==> src/rtl/cfg_pkg.sv <==
`timescale 1ns/1ps
package cfg_pkg;
    localparam int ADDR_W   = 5;
    localparam int DATA_W   = 5;
    localparam int FRAME_W  = ADDR_W + DATA_W;
    localparam int NUM_REGS = 10;

    typedef enum logic [1:0] {
        ST_ARMED  = 2'd0,
        ST_COMMIT = 2'd1,
        ST_HOLD   = 2'd2
    } frame_state_t;

    // Power-on content of each configuration register
    function automatic logic [DATA_W-1:0] reg_default(input int idx);
        logic [DATA_W-1:0] v;
        case (idx)
            1, 2, 9: v = DATA_W'(5'b01110);
            3:       v = DATA_W'(5'b00011);
            4:       v = DATA_W'(5'b10000);
            5, 6:    v = DATA_W'(5'b10111);
            7:       v = DATA_W'(5'b01000);
            default: v = '0;
        endcase
        return v;
    endfunction
endpackage

==> src/rtl/cfg_sync.sv <==
`timescale 1ns/1ps
module cfg_sync #(
    parameter int         W   = 3,
    parameter logic [W-1:0] RST = '0
) (
    input  logic         clk,
    input  logic         rst_n,
    input  logic [W-1:0] d,
    output logic [W-1:0] q
);
    logic [W-1:0] stage1;

    always_ff @(posedge clk or negedge rst_n) begin
        if (!rst_n) begin
            stage1 <= RST;
            q      <= RST;
        end else begin
            stage1 <= d;
            q      <= stage1;
        end
    end
endmodule

==> src/rtl/cfg_frame_fsm.sv <==
`timescale 1ns/1ps
module cfg_frame_fsm
    import cfg_pkg::*;
#(
    parameter int AW = ADDR_W,
    parameter int DW = DATA_W
) (
    input  logic          clk,
    input  logic          rst_n,
    input  logic          sclk_s,
    input  logic          sdata_s,
    input  logic          stb_s,
    output logic          wr_en,
    output logic [AW-1:0] wr_addr,
    output logic [DW-1:0] wr_data
);
    localparam int FW = AW + DW;

    frame_state_t state, state_nx;
    logic         sclk_d, stb_d;
    logic [FW-1:0] shreg;
    logic         sclk_rise, stb_fall;

    assign sclk_rise = sclk_s & ~sclk_d;
    assign stb_fall  = stb_d & ~stb_s;

    always_ff @(posedge clk or negedge rst_n) begin
        if (!rst_n) begin
            sclk_d <= 1'b0;
            stb_d  <= 1'b1;
        end else begin
            sclk_d <= sclk_s;
            stb_d  <= stb_s;
        end
    end

    // Only the newest FW bits survive
    always_ff @(posedge clk or negedge rst_n) begin
        if (!rst_n)
            shreg <= '0;
        else if (sclk_rise)
            shreg <= {shreg[FW-2:0], sdata_s};
    end

    always_ff @(posedge clk or negedge rst_n) begin
        if (!rst_n)
            state <= ST_HOLD;
        else
            state <= state_nx;
    end

    always_comb begin
        state_nx = state;
        unique case (state)
            ST_ARMED:  if (stb_fall) state_nx = ST_COMMIT;
            ST_COMMIT: state_nx = ST_HOLD;
            ST_HOLD:   if (stb_s) state_nx = ST_ARMED;
            default:   state_nx = ST_HOLD;
        endcase
    end

    always_comb begin
        wr_en   = (state == ST_COMMIT);
        wr_addr = shreg[FW-1:DW];
        wr_data = shreg[DW-1:0];
    end


    commit_pulse_chk: assert property (@(posedge clk) disable iff (!rst_n)
        wr_en |=> !wr_en);
endmodule

==> src/rtl/cfg_reg_bank.sv <==
`timescale 1ns/1ps
module cfg_reg_bank
    import cfg_pkg::*;
#(
    parameter int NR = NUM_REGS,
    parameter int AW = ADDR_W,
    parameter int DW = DATA_W
) (
    input  logic             clk,
    input  logic             rst_n,
    input  logic             wr_en,
    input  logic [AW-1:0]    wr_addr,
    input  logic [DW-1:0]    wr_data,
    output logic [NR*DW-1:0] regs_flat
);
    for (genvar g = 0; g < NR; g++) begin : g_reg
        if (g == 0) begin : g_locked
            // test register: writes are refused
            assign regs_flat[g*DW +: DW] = DW'(reg_default(g));
        end else begin : g_rw
            logic [DW-1:0] q;
            always_ff @(posedge clk or negedge rst_n) begin
                if (!rst_n)
                    q <= DW'(reg_default(g));
                else if (wr_en && (wr_addr == AW'(g)))
                    q <= wr_data;
            end
            assign regs_flat[g*DW +: DW] = q;
        end
    end
endmodule

==> src/rtl/cfg_decode.sv <==
`timescale 1ns/1ps
module cfg_decode
    import cfg_pkg::*;
#(
    parameter int NR = NUM_REGS,
    parameter int DW = DATA_W
) (
    input  logic [NR*DW-1:0] regs_flat,
    output logic [4:0]       test_sel,
    output logic [3:0]       gain_a,
    output logic [3:0]       gain_b,
    output logic [2:0]       gain_c,
    output logic [1:0]       gain_d,
    output logic [3:0]       gain_e,
    output logic [3:0]       sw_en,
    output logic [3:0]       par_out,
    output logic [5:0]       mute_tx,
    output logic [7:0]       mute_rx
);
    localparam int TX_SW = 3;
    localparam int RX_SW = 4;

    logic [DW-1:0] r [NR];
    logic          tx_pri, rx_pri;
    logic          unused_bits;

    for (genvar g = 0; g < NR; g++) begin : g_split
        assign r[g] = regs_flat[g*DW +: DW];
    end

    function automatic logic [1:0] level(input logic pri, input logic sec);
        return pri ? 2'b10 : (sec ? 2'b01 : 2'b00);
    endfunction

    assign test_sel = r[0];
    assign gain_a   = r[1][4:1];
    assign gain_b   = r[2][4:1];
    assign gain_c   = r[3][2:0];
    assign gain_d   = r[6][4:3];
    assign gain_e   = r[9][4:1];
    assign sw_en    = r[7][3:0];
    assign par_out  = r[8][3:0];
    assign tx_pri   = r[4][0];
    assign rx_pri   = r[4][4];

    for (genvar i = 0; i < TX_SW; i++) begin : g_tx
        assign mute_tx[2*i +: 2] = level(tx_pri, r[5][i]);
    end

    for (genvar i = 0; i < RX_SW; i++) begin : g_rx
        if (i < 3) begin : g_grp6
            assign mute_rx[2*i +: 2] = level(rx_pri, r[6][i]);
        end else begin : g_grp5
            assign mute_rx[2*i +: 2] = level(rx_pri, r[5][4]);
        end
    end

    assign unused_bits = ^{r[1][0], r[2][0], r[3][4:3], r[4][3:1],
                           r[5][3], r[7][4], r[8][4], r[9][0]};
endmodule

==> src/rtl/serial_cfg_bank.sv <==
`timescale 1ns/1ps
module serial_cfg_bank
    import cfg_pkg::*;
(
    input  logic       clk,
    input  logic       rst_n,
    input  logic       sclk,
    input  logic       sdata,
    input  logic       strobe,
    input  logic       pwr_down,
    output logic [4:0] test_sel,
    output logic [3:0] gain_a,
    output logic [3:0] gain_b,
    output logic [2:0] gain_c,
    output logic [1:0] gain_d,
    output logic [3:0] gain_e,
    output logic [3:0] sw_en,
    output logic [3:0] par_out,
    output logic [5:0] mute_tx,
    output logic [7:0] mute_rx
);
    logic [2:0]               sync_q;
    logic                     wr_en;
    logic [ADDR_W-1:0]        wr_addr;
    logic [DATA_W-1:0]        wr_data;
    logic [NUM_REGS*DATA_W-1:0] regs_flat;
    logic                     unused_pwr;

    // power-down has no bearing on storage or writes
    assign unused_pwr = pwr_down;

    cfg_sync #(.W(3), .RST(3'b100)) u_sync (
        .clk (clk),
        .rst_n (rst_n),
        .d   ({strobe, sclk, sdata}),
        .q   (sync_q)
    );

    cfg_frame_fsm #(.AW(ADDR_W), .DW(DATA_W)) u_fsm (
        .clk     (clk),
        .rst_n   (rst_n),
        .sclk_s  (sync_q[1]),
        .sdata_s (sync_q[0]),
        .stb_s   (sync_q[2]),
        .wr_en   (wr_en),
        .wr_addr (wr_addr),
        .wr_data (wr_data)
    );

    cfg_reg_bank #(.NR(NUM_REGS), .AW(ADDR_W), .DW(DATA_W)) u_bank (
        .clk       (clk),
        .rst_n     (rst_n),
        .wr_en     (wr_en),
        .wr_addr   (wr_addr),
        .wr_data   (wr_data),
        .regs_flat (regs_flat)
    );

    cfg_decode #(.NR(NUM_REGS), .DW(DATA_W)) u_dec (
        .regs_flat (regs_flat),
        .test_sel  (test_sel),
        .gain_a    (gain_a),
        .gain_b    (gain_b),
        .gain_c    (gain_c),
        .gain_d    (gain_d),
        .gain_e    (gain_e),
        .sw_en     (sw_en),
        .par_out   (par_out),
        .mute_tx   (mute_tx),
        .mute_rx   (mute_rx)
    );


    gain_load_chk: assert property (@(posedge clk) disable iff (!rst_n)
        wr_en && (wr_addr == 5'd1) |=> gain_a == $past(wr_data[4:1]));


    pwrdn_write_chk: assert property (@(posedge clk) disable iff (!rst_n)
        pwr_down && wr_en && (wr_addr == 5'd9) |=> gain_e == $past(wr_data[4:1]));


    unused_addr_chk: assert property (@(posedge clk) disable iff (!rst_n)
        wr_en && (wr_addr >= 5'd10) |=>
        $stable({gain_a, gain_b, gain_c, gain_d, gain_e, sw_en, par_out, mute_tx, mute_rx}));


    sw_load_chk: assert property (@(posedge clk) disable iff (!rst_n)
        wr_en && (wr_addr == 5'd7) |=> sw_en == $past(wr_data[3:0]));


    mute_prec_chk: assert property (@(posedge clk) disable iff (!rst_n)
        wr_en && (wr_addr == 5'd4) && wr_data[4] |=> mute_rx == 8'b10101010);
endmodule

==> config.mk <==
export PLATFORM = sky130hd
export DESIGN_NAME = serial_cfg_bank
export DESIGN_NICKNAME = d
export VERILOG_FILES = /design/src/rtl/cfg_pkg.sv /design/src/rtl/cfg_sync.sv /design/src/rtl/cfg_frame_fsm.sv /design/src/rtl/cfg_reg_bank.sv /design/src/rtl/cfg_decode.sv /design/src/rtl/serial_cfg_bank.sv
export SDC_FILE = /design/constraint.sdc
export NUM_CORES = 1
export LEC_CHECK = 0
export BUFFER_PORTS_ARGS = -buffer_cell sky130_fd_sc_hd__buf_2
export CORE_UTILIZATION = 50
export DETAILED_ROUTE_END_ITERATION = 10
export PLACE_DENSITY = 0.75
export SETUP_SLACK_MARGIN = 0.02
export SYNTH_ARGS = -nofsm -noshare
export SYNTH_HDL_FRONTEND = slang
export SYNTH_HIERARCHICAL = 1
export SYNTH_SLANG_ARGS = --single-unit
==> constraint.sdc <==
create_clock -name clk -period 1.5 [get_ports clk]
set_clock_uncertainty 0.05 [all_clocks]
set_input_delay 0.3 -clock clk [delete_from_list [all_inputs] [get_ports clk]]
set_output_delay 0.3 -clock clk [all_outputs]
set_load 0.005 [all_outputs]
# [Word-level counts from Yosys, hierarchy flattened]
# Index checks and enable logic that the tools add are counted.
[word_totals] register_bits=61 output_inout_bits=44 elab_cells=60
[op_classes] mux=17 bitwise=4 n_eq_ne=13 n_reduce_logical=11
[ops] op="$eq A5 B3 Y1 const B" count=4
[ops] op="$mux W2" count=9
[ops] op="$eq A5 B2 Y1 const B" count=2
[ops] op="$eq A5 B4 Y1 const B" count=2
[ops] op="$logic_and A1 B1 Y1" count=9
[ops] op="$mux W1" count=7
[ops] op="$eq A5 B1 Y1 const B" count=1
[ops] op="$pmux W2 S2" count=1
[ops] op="$and A1 B1 Y1" count=2
[ops] op="$eq A2 B1 Y1 const B" count=1
[ops] op="$eq A2 B2 Y1 const B" count=1
[ops] op="$logic_not A2 Y1" count=1
[ops] op="$ne A2 B1 Y1 const B" count=1
[ops] op="$ne A2 B2 Y1 const B" count=1
[ops] op="$not A1 Y1" count=2
[ops] op="$reduce_and A2 Y1" count=1

# [Depth between registers and ports, before layout]
# Gate-level depths: netlist of the first run.
[depth] depth_word=4 ltp_mapped=5 depth_no_buf=4

# [Cells and area by module]
# The synthesis of the first run kept the hierarchy.
[by_module_without_submodules] mod="cfg_reg_bank" instances=1 cells_per_inst=113 area_each_um2=1833.0
[by_module_without_submodules] mod="cfg_frame_fsm" instances=1 cells_per_inst=30 area_each_um2=563.0
[by_module_without_submodules] mod="cfg_decode" instances=1 cells_per_inst=44 area_each_um2=321.6
[by_module_without_submodules] mod="cfg_sync" instances=1 cells_per_inst=6 area_each_um2=152.6

# [Worst setup path after synthesis of the first run]
# Ideal clock, no wire load.
[synth_timing] path_type="register to register" startpoint="reg u_fsm.state[1]" endpoint="reg u_bank.g_reg[7].g_rw.q[0]" path_buffers=1 path_slack_ns=-0.057 t_arrival_ns=1.382 stages_incl_launch_ff=6 setup_ns=0.125 period_less_slack_ns=1.557 cell_sequence="dfstp_2 nor2b_1 and4bb_1 and3_1 buf_6 mux2_4"
[synth_between] elab_chain_len=2
[synth_rtl] element="start: declaration" line="cfg_frame_fsm.sv:19" source="frame_state_t state, state_nx;"
[synth_rtl] element="start signal: assignment" line="cfg_frame_fsm.sv:49" source="state <= state_nx;"
[synth_rtl] element="$eq A2 B1 Y1" line="cfg_frame_fsm.sv:63" source="wr_en = (state == ST_COMMIT);"
[synth_rtl] element="net wr_en" line="serial_cfg_bank.sv:23" source="logic wr_en;"
[synth_rtl] element="$logic_and A1 B1 Y1" line="cfg_reg_bank.sv:25" source="else if (wr_en && (wr_addr == AW'(g)))"
[synth_rtl] element="end signal: assignment" line="cfg_reg_bank.sv:24" source="q <= DW'(reg_default(g));"
[synth_rtl] element="end signal: assignment" line="cfg_reg_bank.sv:26" source="q <= wr_data;"
[synth_rtl] element="end: declaration" line="cfg_reg_bank.sv:21" source="logic [DW-1:0] q;"
# The timed path passes the listed nets, and every way through them passes these cells.
# A chain may end at the register's enable or synchronous reset.

# [Worst setup path after layout of the first run]
[layout_timing] startpoint="reg u_fsm.shreg[8]" endpoint="reg u_bank.g_reg[7].g_rw.q[0]"
[layout_between] elab_chain_len=2
[layout_rtl] element="start: declaration" line="cfg_frame_fsm.sv:21" source="logic [FW-1:0] shreg;"
[layout_rtl] element="start signal: assignment" line="cfg_frame_fsm.sv:42" source="shreg <= {shreg[FW-2:0], sdata_s};"
[layout_rtl] element="$eq A5 B3 Y1" line="cfg_reg_bank.sv:25"
[layout_rtl] element="$logic_and A1 B1 Y1" line="cfg_reg_bank.sv:25"
# Every way passes these cells.

==> results by group, run 1 <==
Synthesis
  – Synth Instances: 171
  – Synth warnings: 6
  – Mean post-synth cell area: 14.43 um^2
  – Synth Cell Area: 2467 um^2

Route
  – Initial DRC Count: 42
  – Remaining antenna violation count: 0
  – DR pass1 iterations: 4
  – Routed length per instance: 14.77 um
  – Vias: 1204
  – Vias/cell: 4.667
  – Final WL: 3811 um
  – Drt drc: 0

Outcome
  – Violated checks: setup timing
  – Outcome: complete, but fails checks

Critical path
  – Critical path class: reg -> reg
  – CP max FO: 4
  – Startpoint Class: flip-flop
  – Worst path buffer plus inverter count: 0
  – Slowest stage cell, crit path: dfrtp_1
  – WP data required: 1.65 ns
  – CP max stage delay: 0.43 ns
  – Critical path cell sequence: and4bb_2 -> and3_4 -> mux2_4
  – Crit-path leading delay family: simple AND/OR/NAND/NOR gates
  – Crit path DAT: 1.67 ns
  – CP endpoint kind: flip-flop

Timing
  – Final setup margin: -0.02285 ns
  – Final min period: 1.523 ns
  – Fmax achieved: 656.7 MHz
  – Max Slew Vio Count: 0
  – Final setup viols: 7
  – Final period util: 101.5%
  – RSZ-0062 raised after global routing: true
  – Final hold violation count: 0

Floorplan
  – Starting Density: 52.24%
  – Die W: 72.25 um
  – Core Region: 4723 um^2
  – # IOs: 50
  – Die area: 5219 um^2
  – Rows: 25
  – Die Span Y: 72.25 um

Power
  – Leak: 0.001384 uW
  – Worst IR Drop VDD: 0.5968 mV
  – PD cells: 1690 nW/um^2
  – Total power: 4526 uW

Placed design
  – Routability Congestion: 0.7543
  – Hpwl dp: 2711 um
  – Placed inst area: 2511 um^2
  – Port bufs: 43

Job
  – # Max-Cap Violations: 0

GRT
  – Total overflow reported by the global router: 0
  – Initial antenna violation count: 0
  – Tot GR Track Use: 15.91%
  – Vias in the first global route: 1210
  – Largest net degree at the start of global routing: 23
  – Global-route wire length before repair: 5982 um

Layout
  – Layout cells sized above 1: 73.30%
  – Final nets: 196
  – Final Cell Area: 2679 um^2
  – # fillers: 380
  – Layout area overhead: 8.570%
  – N_diodes: 0

Clocking
  – Max clock buf depth: 2
  – CTS H-Tree Depth: 2
  – CTS tree: done
  – CTS buffer count: 5
  – Clk_lat worst skew: 0.31 ns
  – Clk slew on worst S/H paths: 0.09 ns
  – Clock Tree Root: clkbuf_8
  – Clock Sinks: 54

Min path
  – Hold Crit Class: in -> reg
through the flow:
step	hold slack, ns	worst slack (ns)	utilization [%]	instances	TNS, ns
floorplan	-0.04559	-0.006492	-	175	-0.01948
global placement	0.2168	-0.06727	53.17	248	-0.2279
detailed placement	0.2237	-0.1256	53.17	248	-0.5653
CTS	0.02535	-0.03745	56.03	258	-0.2284
global route	0.01291	-0.06855	56.72	258	-0.5939
finish	0.03577	-0.02285	56.72	258	-0.06497
flip-flops by register name, summed over array words and instances, names as in the netlist:
signal and count:
u_bank/g.g_rw.q 34, u_fsm/sclk_d 1, u_fsm/shreg 10, u_fsm/state 2
u_fsm/stb_d 1, u_sync/q 3, u_sync/stage1 3
final timing paths:
| check | start | to | slack [ns] | cells after the start |
|---|---|---|---|---|
| min reg2reg | u_sync/stage1[0] | u_sync/q[0] | 0.30 | 0 |
| min in group asynchronous | rst_n | u_sync/stage1[0] | 0.42 | 2 |
| max | u_fsm/shreg[8] | u_bank/g_reg[7].g_rw.q[0] | -0.02 | 3 |
| max reg2reg | u_fsm/shreg[8] | u_bank/g_reg[7].g_rw.q[0] | -0.02 | 3 |
| max in group asynchronous | rst_n | u_bank/g_reg[6].g_rw.q[0] | 0.43 | 3 |
| min | strobe | u_sync/stage1[2] | 0.04 | 1 |
cell type report:
cell class	count	area [um^2]	area share, %
clock buffer	8	90.09	3.363
timing repair buffer	53	305.3	11.40
inverter	1	3.754	0.1401
tap	67	83.83	3.129
sequential	54	1383	51.61
multi-input combinational	75	813.3	30.36
worst reg2reg max path: cells and delay by family (launching register included):
family,cells,cell delay [ns]
muxes,1,0.31
DFF,1,0.43
and+or+nand+nor,2,0.63
layout by cell type (no fill, tap or decap), types with 2 or more instances in the layout:
cell type,n
and4bb_2,2
buf_2,43
buf_4,8
clkbuf_1,2
clkbuf_8,6
conb_1,5
dfrtp_1,29
dfstp_2,25
mux2_2,28
mux2_4,16
nand2_1,2
nand2_4,4
nor2b_1,7
nor2b_4,3
power by group:
group          switching (uW)  leakage [uW]  internal (uW)
combinational             459      0.000709            810
sequential                426      0.000630           2030
clock                     426     0.0000455            377
total                    1310       0.00138           3220
routing by layer:
layer  vias up  global-route usage [%]  wire length, um
met5         -                       0                0
met3        11                   5.417              200
met1       599                   18.30             1560
met4         0                   8.497               85
li1        559                       -                -
met2        35                   26.27             1965
repair_timing:
| action | 4_1_cts | 5_1_grt |
|---|---|---|
| hold buffers | 1 | 0 |
| hold endpoints to repair | 6 | 0 |
| gates resized for setup | 9 | 8 |
| gates cloned | 0 | 0 |
| setup buffers | 1 | 0 |
| endpoints found under the setup margin | 30 | 39 |
Note: power is estimated with default switching activity, not from simulation.
==> run 2: changes to the inputs <==
--- a/config.mk
+++ b/config.mk
@@ -9,6 +9,7 @@
 export CORE_UTILIZATION = 50
 export DETAILED_ROUTE_END_ITERATION = 10
 export PLACE_DENSITY = 0.75
+export REMOVE_ABC_BUFFERS = 1
 export SETUP_SLACK_MARGIN = 0.02
 export SYNTH_ARGS = -nofsm -noshare
 export SYNTH_HDL_FRONTEND = slang
==> run 2 against run 1 <==
Compared with the run above:
- the run still ends with setup timing left
- design area rose by 1.4%
- sequential share of layout area decreased by 0.69 points
- worst setup slack got worse by 0.026 ns
- global-route usage is 0.10 points lower
- hold slack improved by 0.013 ns
- combinational power is essentially flat
- utilization rose by 0.77 points
- sequential power about the same
- critical path type unchanged
- critical endpoint unchanged
- largest cell class unchanged
- highest routed layer unchanged
==> results by group, run 2 (same netlist as run 1, synthesis figures left out) <==
Critical path
  – CP max stage delay: 0.56 ns
  – Worst r2r src: u_fsm/state[1]
  – Startpoint Class: flip-flop
  – Slowest stage cell, crit path: dfstp_2
  – WP data required: 1.63 ns
  – Crit path to: u_bank/g_reg[7].g_rw.q[0]
  – Critical path cell sequence: nor2b_4 -> and4bb_2 -> and3_4 -> mux2_4
  – CP endpoint kind: flip-flop
  – Worst reg2reg path depth: 4
  – Critical path startpoint: u_fsm/state[1]
  – R2R setup slack: -0.05 ns
  – R2R Path End: u_bank/g_reg[7].g_rw.q[0]
  – Crit path DAT: 1.68 ns
  – Critical path class: reg -> reg
  – CP max FO: 4

Power
  – Net Sw Frac: 29.23%
  – Switch Pwr: 1337 uW
  – Worst IR Drop VDD: 0.9575 mV
  – Internal: 3237 uW
  – Clock power share: 17.3%
  – Leak: 0.001398 uW
  – Share of power burned in registers: 54.2%
  – PD cells: 1685 nW/um^2
  – Logic pwr share: 28.5%

Placed design
  – Port bufs: 43
  – Routability Congestion: 0.8349
  – Hpwl dp: 2534 um

Min path
  – Hold Crit Class: in -> reg
  – Worst hold path depth: 1

Route
  – Remaining antenna violation count: 0
  – Vias: 1208
  – Routed length per instance: 15.01 um
  – Vias/cell: 4.719
  – Final WL: 3843 um
  – Drt drc: 0
  – DR pass1 iterations: 4
  – Initial DRC Count: 45

Clocking
  – CTS buffer count: 5
  – Clock Sinks: 54
  – Clk slew on worst S/H paths: 0.09 ns
  – Clk_lat worst skew: 0.29 ns
  – CTS tree: done
  – Clock Tree Root: clkbuf_8
  – CTS H-Tree Depth: 2
  – Post-CTS Setup Repair Bufs: 0
  – Max clock buf depth: 2

Layout
  – Max reg flops: 34
  – Most common cell after layout, fill and taps aside: buf_2
  – Biggest regs: u_bank/g.g_rw.q (34), u_fsm/shreg (10)
  – # fillers: 367
  – Biggest register: u_bank/g.g_rw.q
  – Commonest cells after routing, fill and taps aside: 43 x buf_2, 29 x dfrtp_1, 25 x dfstp_2
  – N_diodes: 0
  – Layout cells sized above 1: 74.60%
  – Layout area overhead: 10.04%
  – Final nets: 194

Job
  – # Max-Cap Violations: 0

GRT
  – Global-route wire length before repair: 6175 um
  – Vias in the first global route: 1220
  – Total overflow reported by the global router: 0
  – Largest net degree at the start of global routing: 55
  – Tot GR Track Use: 15.81%
  – Initial antenna violation count: 0

Timing
  – Final setup margin: -0.04856 ns
  – Max Slew Vio Count: 0
  – Fmax achieved: 645.8 MHz
  – Total negative slack: -0.1556 ns
  – Final min period: 1.549 ns
  – Final hold violation count: 0
  – Final period util: 103.2%
  – Hold Slack: 0.04832 ns
  – RSZ-0062 raised after global routing: true
  – Final setup viols: 6

Outcome
  – Outcome: complete, but fails checks
  – Violated checks: setup timing

Floorplan
  – Die W: 72.25 um
  – Die Span Y: 72.25 um
  – Rows: 25
  – Die area: 5219 um^2
  – Core Region: 4723 um^2
  – Starting Density: 52.24%
  – # IOs: 50
run 2: cell types whose count changed in the layout (fill, tap and decap cells not counted), moves of 2 or more:
cell,previous run,this run
buf_4,8,5
mux2_2,28,20
mux2_4,16,24
nand2_1,2,0
run 2: repair_timing:
action,4_1_cts,5_1_grt
pin swaps,1,1
hold endpoints to repair,29,0
endpoints found under the setup margin,33,34
hold buffers,1,0
gates resized for setup,12,20
run 2: area by class of cell:
| type | count | area, um^2 | share of cell area, % |
|---|---|---|---|
| Sequential cell | 54 | 1383 | 50.92 |
| Multi-Input combinational cell | 75 | 859.6 | 31.66 |
| Timing Repair Buffer | 51 | 294.0 | 10.83 |
| Clock buffer | 7 | 86.33 | 3.180 |
| Tap cell | 67 | 83.83 | 3.088 |
| Clock inverter | 1 | 5.005 | 0.1843 |
| Inverter | 1 | 3.754 | 0.1382 |
run 2: per-stage QoR:
step / setup slack, ns / area (um^2) / total power (uW) / std cells / util [%]
2_1_floorplan: -0.01690 / 2128 / 2987 / 130 / -
3_3_place_gp: -0.07193 / 2492 / 3545 / 247 / 52.77
3_5_place_dp: -0.1312 / 2492 / 3626 / 247 / 52.77
4_1_cts: -0.04130 / 2635 / 4473 / 256 / 55.79
5_1_grt: -0.09638 / 2715 / 4852 / 256 / 57.48
6_report: -0.04856 / 2715 / 4575 / 256 / 57.48
run 2: per-layer routing:
metal / vias to the layer above / track usage (%) / wire (um)
met5: - / 0 / 0
met4: 0 / 4.575 / 31
met3: 4 / 3.333 / 174
met2: 45 / 26.17 / 1855
met1: 601 / 21.14 / 1781
li1: 558 / - / -
run 2: critical path: cells and delay by family, from the launching register on:
family | cells | cell delay [ns]
and+or+nand+nor | 3 | 0.52
muxes | 1 | 0.30
DFF | 1 | 0.56
run 2: power groups by stage:
stage | Sequential (uW) | Combinational, uW | Clock (uW)
5_1_grt | 2550 | 1410 | 885
4_1_cts | 2470 | 1190 | 812
3_5_place_dp | 2470 | 1160 | 0
6_report | 2480 | 1300 | 792
2_1_floorplan | 2390 | 599 | 0
3_3_place_gp | 2410 | 1130 | 0
run 2: worst min path at each step:
| stage | startpoint | end | slack [ns] |
|---|---|---|---|
| 3_5_place_dp | rst_n | u_bank/g_reg[6].g_rw.q[3] | 0.26 |
| 2_1_floorplan | rst_n | u_bank/g_reg[1].g_rw.q[4] | -0.05 |
| 4_1_cts | strobe | u_sync/stage1[2] | 0.04 |
| 6_report | strobe | u_sync/stage1[2] | 0.05 |
| 5_1_grt | strobe | u_sync/stage1[2] | 0.03 |
| 3_3_place_gp | rst_n | u_bank/g_reg[4].g_rw.q[0] | 0.26 |
